--- src/rtl/fwe_pkg.sv ---
package fwe_pkg;
  localparam int ADDR_W = 12;

  localparam logic [ADDR_W-1:0] OFF_SECT = 12'h410;
  localparam logic [ADDR_W-1:0] OFF_GRP  = 12'h414;
  localparam logic [ADDR_W-1:0] OFF_AUX  = 12'h41C;
  localparam logic [ADDR_W-1:0] OFF_STAT = 12'h420;

  localparam int ST_BUSY = 2;
  localparam int ST_PERR = 3;

  typedef enum logic [1:0] {
    RG_MAIN    = 2'd0,
    RG_NONMAIN = 2'd1,
    RG_TRIM    = 2'd2,
    RG_ENGR    = 2'd3
  } region_e;
endpackage

--- src/rtl/fwe_stickyreg.sv ---
module fwe_stickyreg #(
  parameter int W = 32,
  parameter logic [W-1:0] RST = '1
) (
  input  logic         clk,
  input  logic         rst_n,
  input  logic         wr_en,
  input  logic [W-1:0] wdata,
  input  logic         flip,
  output logic [W-1:0] q,
  output logic         par_bad
);
  logic         par;
  logic [W-1:0] q_next;

  // bits may only fall; a written 1 keeps the old value
  assign q_next = q & wdata;

  always_ff @(posedge clk or negedge rst_n) begin
    if (!rst_n) begin
      q   <= RST;
      par <= ^RST;
    end else if (wr_en) begin
      q   <= q_next;
      par <= (^q_next) ^ flip;
    end else begin
      par <= par ^ flip;
    end
  end

  assign par_bad = (^q) != par;
endmodule

--- src/rtl/fwe_decide.sv ---
module fwe_decide
  import fwe_pkg::*;
#(
  parameter int SEC_N  = 32,
  parameter int GRP_N  = 28,
  parameter int GRP_SZ = 8,
  parameter int AUX_N  = 3,
  parameter int SECT_W = 9
) (
  input  logic [1:0]        region,
  input  logic [SECT_W-1:0] sector,
  input  logic [SEC_N-1:0]  prot_a,
  input  logic [GRP_N-1:0]  prot_b,
  input  logic [AUX_N-1:0]  prot_x,
  output logic              allow
);
  localparam int LAST   = SEC_N + GRP_N * GRP_SZ - 1;
  localparam int AIDX_W = $clog2(SEC_N);
  localparam int GIDX_W = $clog2(GRP_N);

  function automatic logic [GIDX_W-1:0] grp_of(input logic [SECT_W-1:0] s);
    logic [SECT_W-1:0] d;
    d = (s - SECT_W'(SEC_N)) / SECT_W'(GRP_SZ);
    return d[GIDX_W-1:0];
  endfunction

  logic       main_ok;
  logic [1:0] aux_idx;
  region_e    rg;

  assign rg      = region_e'(region);
  assign aux_idx = region - 2'd1;

  always_comb begin
    main_ok = 1'b0;
    if (sector < SECT_W'(SEC_N))
      main_ok = prot_a[sector[AIDX_W-1:0]];
    else if (sector <= SECT_W'(LAST))
      main_ok = prot_b[grp_of(sector)];
  end

  always_comb begin
    if (rg == RG_MAIN) allow = main_ok;
    else               allow = prot_x[aux_idx];
  end
endmodule

--- src/rtl/fwe_guard.sv ---
module fwe_guard
  import fwe_pkg::*;
#(
  parameter int DATA_W = 32,
  parameter int SEC_N  = 32,
  parameter int GRP_N  = 28,
  parameter int GRP_SZ = 8,
  parameter int AUX_N  = 3,
  parameter int SECT_W = 9
) (
  input  logic              clk,
  input  logic              rst_n,
  input  logic              bus_sel,
  input  logic              bus_wr,
  input  logic [11:0]       bus_addr,
  input  logic [DATA_W-1:0] bus_wdata,
  output logic [DATA_W-1:0] bus_rdata,
  input  logic              flash_busy,
  input  logic [2:0]        tst_flip,
  input  logic              req_valid,
  input  logic [1:0]        req_region,
  input  logic [SECT_W-1:0] req_sector,
  output logic              gnt_valid,
  output logic              gnt_ok
);
  logic [SEC_N-1:0] prot_a;
  logic [GRP_N-1:0] prot_b;
  logic [AUX_N-1:0] prot_x;
  logic [2:0]       bad;
  logic             wr_a, wr_b, wr_x;
  logic             par_mismatch;
  logic             perr;
  logic             allow;

  assign wr_a = bus_sel && bus_wr && (bus_addr == OFF_SECT);
  assign wr_b = bus_sel && bus_wr && (bus_addr == OFF_GRP);
  assign wr_x = bus_sel && bus_wr && (bus_addr == OFF_AUX);

  fwe_stickyreg #(.W(SEC_N), .RST({SEC_N{1'b1}})) u_sect (
    .clk(clk), .rst_n(rst_n), .wr_en(wr_a), .wdata(bus_wdata[SEC_N-1:0]),
    .flip(tst_flip[0]), .q(prot_a), .par_bad(bad[0]));

  fwe_stickyreg #(.W(GRP_N), .RST({GRP_N{1'b1}})) u_grp (
    .clk(clk), .rst_n(rst_n), .wr_en(wr_b), .wdata(bus_wdata[GRP_N-1:0]),
    .flip(tst_flip[1]), .q(prot_b), .par_bad(bad[1]));

  fwe_stickyreg #(.W(AUX_N), .RST({AUX_N{1'b1}})) u_aux (
    .clk(clk), .rst_n(rst_n), .wr_en(wr_x), .wdata(bus_wdata[AUX_N-1:0]),
    .flip(tst_flip[2]), .q(prot_x), .par_bad(bad[2]));

  assign par_mismatch = |bad;

  always_ff @(posedge clk or negedge rst_n) begin
    if (!rst_n)            perr <= 1'b0;
    else if (par_mismatch) perr <= 1'b1;
  end

  fwe_decide #(
    .SEC_N(SEC_N), .GRP_N(GRP_N), .GRP_SZ(GRP_SZ),
    .AUX_N(AUX_N), .SECT_W(SECT_W)
  ) u_dec (
    .region(req_region), .sector(req_sector),
    .prot_a(prot_a), .prot_b(prot_b), .prot_x(prot_x), .allow(allow));

  always_ff @(posedge clk or negedge rst_n) begin
    if (!rst_n) begin
      gnt_valid <= 1'b0;
      gnt_ok    <= 1'b0;
    end else begin
      gnt_valid <= req_valid;
      gnt_ok    <= req_valid && allow && !perr;
    end
  end

  always_comb begin
    bus_rdata = '0;
    if (bus_sel && !bus_wr) begin
      case (bus_addr)
        OFF_SECT: bus_rdata = DATA_W'(prot_a);
        OFF_GRP:  bus_rdata = DATA_W'(prot_b);
        OFF_AUX:  bus_rdata = DATA_W'(prot_x);
        OFF_STAT: begin
          bus_rdata[ST_BUSY] = flash_busy;
          bus_rdata[ST_PERR] = perr;
        end
        default: bus_rdata = '0;
      endcase
    end
  end
endmodule

--- config.mk ---
export PLATFORM = sky130hd
export DESIGN_NAME = fwe_guard
export DESIGN_NICKNAME = d
export VERILOG_FILES = /design/src/rtl/fwe_pkg.sv /design/src/rtl/fwe_stickyreg.sv /design/src/rtl/fwe_decide.sv /design/src/rtl/fwe_guard.sv
export SDC_FILE = /design/constraint.sdc
export NUM_CORES = 1
export LEC_CHECK = 0
export BUFFER_PORTS_ARGS = -buffer_cell sky130_fd_sc_hd__clkbuf_2
export CAP_MARGIN = 20
export CORE_UTILIZATION = 51
export CTS_CLUSTER_SIZE = 14
export DETAILED_ROUTE_END_ITERATION = 12
export MAX_ROUTING_LAYER = met4
export PLACE_DENSITY = 0.77
export REMOVE_ABC_BUFFERS = 1
export SLEW_MARGIN = 0
export SYNTH_ARGS = -nofsm -noshare
export SYNTH_HDL_FRONTEND = slang
export SYNTH_HIERARCHICAL = 1
export SYNTH_SLANG_ARGS = --single-unit
export TNS_END_PERCENT = 30
--- constraint.sdc ---
create_clock -name clk -period 1.9 [get_ports clk]
set_clock_uncertainty 0.05 [all_clocks]
set_input_delay 0.095 -clock clk [delete_from_list [all_inputs] [get_ports clk]]
set_output_delay 0.095 -clock clk [all_outputs]
set_load 0.02 [all_outputs]
==> impl_metrics.py <==
metrics = {
    "worst_setup_path": {
        "path_class": "register to register",
        "number_of_cell_instances_on_the_worst_register_to_register_path": 7,
        "crit_path_end_kind": "register",
        "critical_path_cell_count": 7,
        "crit_chain": "nand2_1 > xor2_1 > xnor2_2 > xnor2_1 > xnor3_1 > a21oi_2 > xor2_1",
        "critPathLaunch": "u_grp/q[6]",
        "largest_delay_contributor_family_on_the_critical_path": "XOR/XNOR gates",
        "worst_ep_arrival_time_ns": 2.46,
        "crit_path_start_kind": "register",
        "cp.buffers_inverters": 0,
        "timing.reg2reg.setup_slack_ns": -0.34,
        "regToRegEndpoint": "u_grp/par",
        "endpoint": "u_grp/par",
        "critical-path-max-stage-delay_ns": 0.61,
        "critical-path-top-cell-by-count": "xor2_1",
        "crit_required_ns": 2.12,
        "slowest_cell_on_crit_path": "dfstp_2",
        "crit_fanout": 4,
        "crit_reg_reg_startpoint": "u_grp/q[6]",
    },
    "placement": {
        "gpl.final_weighted_congestion": 0.984,
        "portBuffers": 97,
        "dp_slack_ns": -0.411,
        "dp_hpwl_mm": 12.6,
    },
    "detailed_routing": {
        "finalWirelength_mm": 18.5,
        "viasPerCell": 5.51,
        "detail_route.wl_per_cell_um": 19.7,
        "drt_first_iter_violations": 310,
        "drtPass1Iterations": 7,
        "detailroute.via_count": 5187,
        "post-route-drc-count": 0,
        "route.antenna.remaining_nets": 0,
    },
    "clock_network": {
        "htreeDepth": 3,
        "clock_tree.root_cell": "clkbuf_8",
        "clk_path_buf_depth": 2,
        "numCtsBuffers": 9,
        "clock_latency_ns": 0.36,
        "clk_pin_slew_ns": 0.08,
        "cts_tree": "built",
        "clock_sink_count": 69,
    },
    "sta": {
        "finalCritPeriodShare_pct": 118,
        "tightestPinTransition_ns": 0.459,
        "tns_ns": -0.840,
        "maxSlewHeadroom_pct": 69.0,
        "final.setup.worst_slack_ns": -0.338,
        "final_max_slew_viol_count": 0,
        "grt_setup_unrepaired": "true",
        "finalSetupViolations": 7,
        "layout_min_cycle_time_ns": 2.24,
        "final-hold-violation-count": 0,
        "max_freq_mhz": 447,
        "finalHoldWorstSlack_ns": 0.0353,
    },
    "final_layout": {
        "biggestRegsByFlops": "u_sect/q (32), u_grp/q (28), u_aux/q (3)",
        "n_fill_cell": 691,
        "antenna_cells_inserted": 0,
        "final_core_util_pct": 76.4,
        "largest_register_ffs": 32,
        "most-common-layout-cells": "105 x buf_4, 74 x xnor2_1, 73 x clkbuf_2",
        "register_with_the_most_flip_flops": "u_sect/q",
        "final_nets": 867,
        "area.sequential_mm2": 0.00181,
        "layout-drive-gt1-share_pct": 46.6,
        "area_occupied_by_multi_input_gates_mm2": 0.00352,
        "area_growth_pct": 45.9,
        "layout_commonest_cell": "buf_4",
    },
    "global_routing": {
        "grt_remaining_overflow": 0,
        "grt_max_degree": 70,
        "first_global_vias": 5242,
        "antenna_found_initial": 0,
        "grt.total_usage_pct": 33.9,
        "global_route_wire_length_before_repair_mm": 27.5,
    },
    "yosys": {
        "netlist-cell-type-count": 57,
        "async_reset_ff_share_pct": 100,
        "synth_warnings": 6,
        "synth_area_mm2": 0.00539,
        "synth_seq_area_share_pct": 33.6,
        "synthFlopType": "dfstp_2",
        "synth-seq-cells": 69,
        "synth_edf_count": 0,
        "postSynthAreaPerCell_um2": 9.48,
        "post_synth_inst_count": 568,
    },
    "power": {
        "p_comb_share_pct": 17.5,
        "cellPowerDensity_mw_per_mm2": 453,
        "total_switching_power_uw": 930,
        "vdd_drop_max_mv": 0.342,
        "leakage_nw": 3.45,
        "cell_internal_pwr_mw": 2.63,
        "seq_power_share_pct": 43.4,
        "clockPowerShare_pct": 39.1,
        "report.power.total_mw": 3.56,
        "switching_share_pct": 26.1,
    },
    "die": {
        "die_area_mm2": 0.0110,
        "fp-row-count": 37,
        "start_util_pct": 52.4,
        "floorplan.core_area_mm2": 0.0103,
        "design.portCount": 98,
        "floorplan.die.width_um": 105,
        "floorplan.die.height_um": 105,
    },
    "flow_run": {
        "maximum_capacitance_violations": 0,
    },
    "worst_hold_path": {
        "worstHoldPathType": "primary input to register",
    },
    "outcome": {
        "outcome": "finished, violations left",
        "violated_checks": "negative setup slack",
    },
}
metal layers:
| metal | share of wire [%] | global-route usage (%) |
|---|---|---|
| met5 | 0 | - |
| met1 | 40 | 40.6 |
| met3 | 6.5 | 5.36 |
| met4 | 5.2 | 17.5 |
| met2 | 49 | 55.4 |
what timing repair did:
action                                 4_1_cts  5_1_grt
setup endpoints to repair                   33       31
endpoints found under the hold margin       65        0
cloned                                       0        3
pin swaps                                   44       27
hold buffers                                35        0
resized for setup                           57       72
buffers inserted                             4        7
synth_stat cells (3+ instances only):
master | number | area (um2)
clkbuf_1 | 9 | 33.8
nor4b_1 | 3 | 26.3
nor2b_1 | 3 | 18.8
a21boi_0 | 63 | 473
a21oi_1 | 3 | 15.0
mux2i_1 | 13 | 130
nand2b_1 | 4 | 25.0
buf_2 | 4 | 20.0
dfstp_2 | 64 | 1680
inv_1 | 68 | 255
buf_6 | 5 | 56.3
xnor2_1 | 97 | 850
nand3_1 | 5 | 25.0
or3_1 | 3 | 18.8
a22oi_2 | 10 | 125
a22oi_1 | 16 | 120
mux2_2 | 7 | 78.8
ha_1 | 3 | 37.5
nor2_2 | 10 | 62.6
mux2_1 | 3 | 33.8
nand2_1 | 67 | 251
o22ai_1 | 4 | 25.0
xor2_1 | 21 | 184
nor2_1 | 25 | 93.8
and3_1 | 6 | 37.5
xnor3_1 | 3 | 67.6
mux4_1 | 7 | 184
dfrtp_1 | 5 | 125
layout make-up:
type / instances / area share (%)
sequential: 69 / 23.0
inverter: 68 / 3.25
clock buffer: 12 / 1.97
timing repair buffer: 242 / 23.9
multi-input combinational: 410 / 44.9
tap: 136 / 2.17
clock inverter: 4 / 0.892
tightest hold or removal path: cells and delay by family:
family / cells / cell delay [ns]
buf+inv: 3 / 0.26
compound gates: 1 / 0.08
cell families after synthesis:
family | Yosys count | share of synthesized area [%]
AND/OR/NAND/NOR | 144 | 13.2
XOR/XNOR | 123 | 21.1
AO/OA/AOI/OAI | 109 | 16.0
buffers and inverters | 89 | 7.13
flip-flops | 69 | 33.6
multiplexers | 31 | 8.34
adder cells (fa/ha/maj) | 3 | 0.697
worst min path at each step:
stage | start | endpoint | cells past startpoint
4_1_cts | bus_wdata[12] | u_sect/q[12] | 4
3_5_place_dp | rst_n | u_sect/par | 2
3_3_place_gp | rst_n | u_sect/par | 2
2_1_floorplan | rst_n | gnt_ok | 0
6_report | bus_wdata[25] | u_sect/q[25] | 4
5_1_grt | bus_wdata[25] | u_sect/q[25] | 4
power by group through the flow:
stage	logic (mW)	clock network (mW)	registers, mW
after floorplan	0.271	0	1.56
after global placement	0.507	0	1.56
after detailed placement	0.520	0	1.57
after CTS	0.599	1.40	1.54
after global routing	0.677	1.46	1.55
final	0.624	1.39	1.55
stage by stage:
step / cells / cell area (um2)
3_5_place_dp: 879 / 6700
3_3_place_gp: 879 / 6700
5_1_grt: 941 / 7860
4_1_cts: 932 / 7570
2_1_floorplan: 547 / 5260
6_report: 941 / 7860
(Power assumes the default switching activity.)
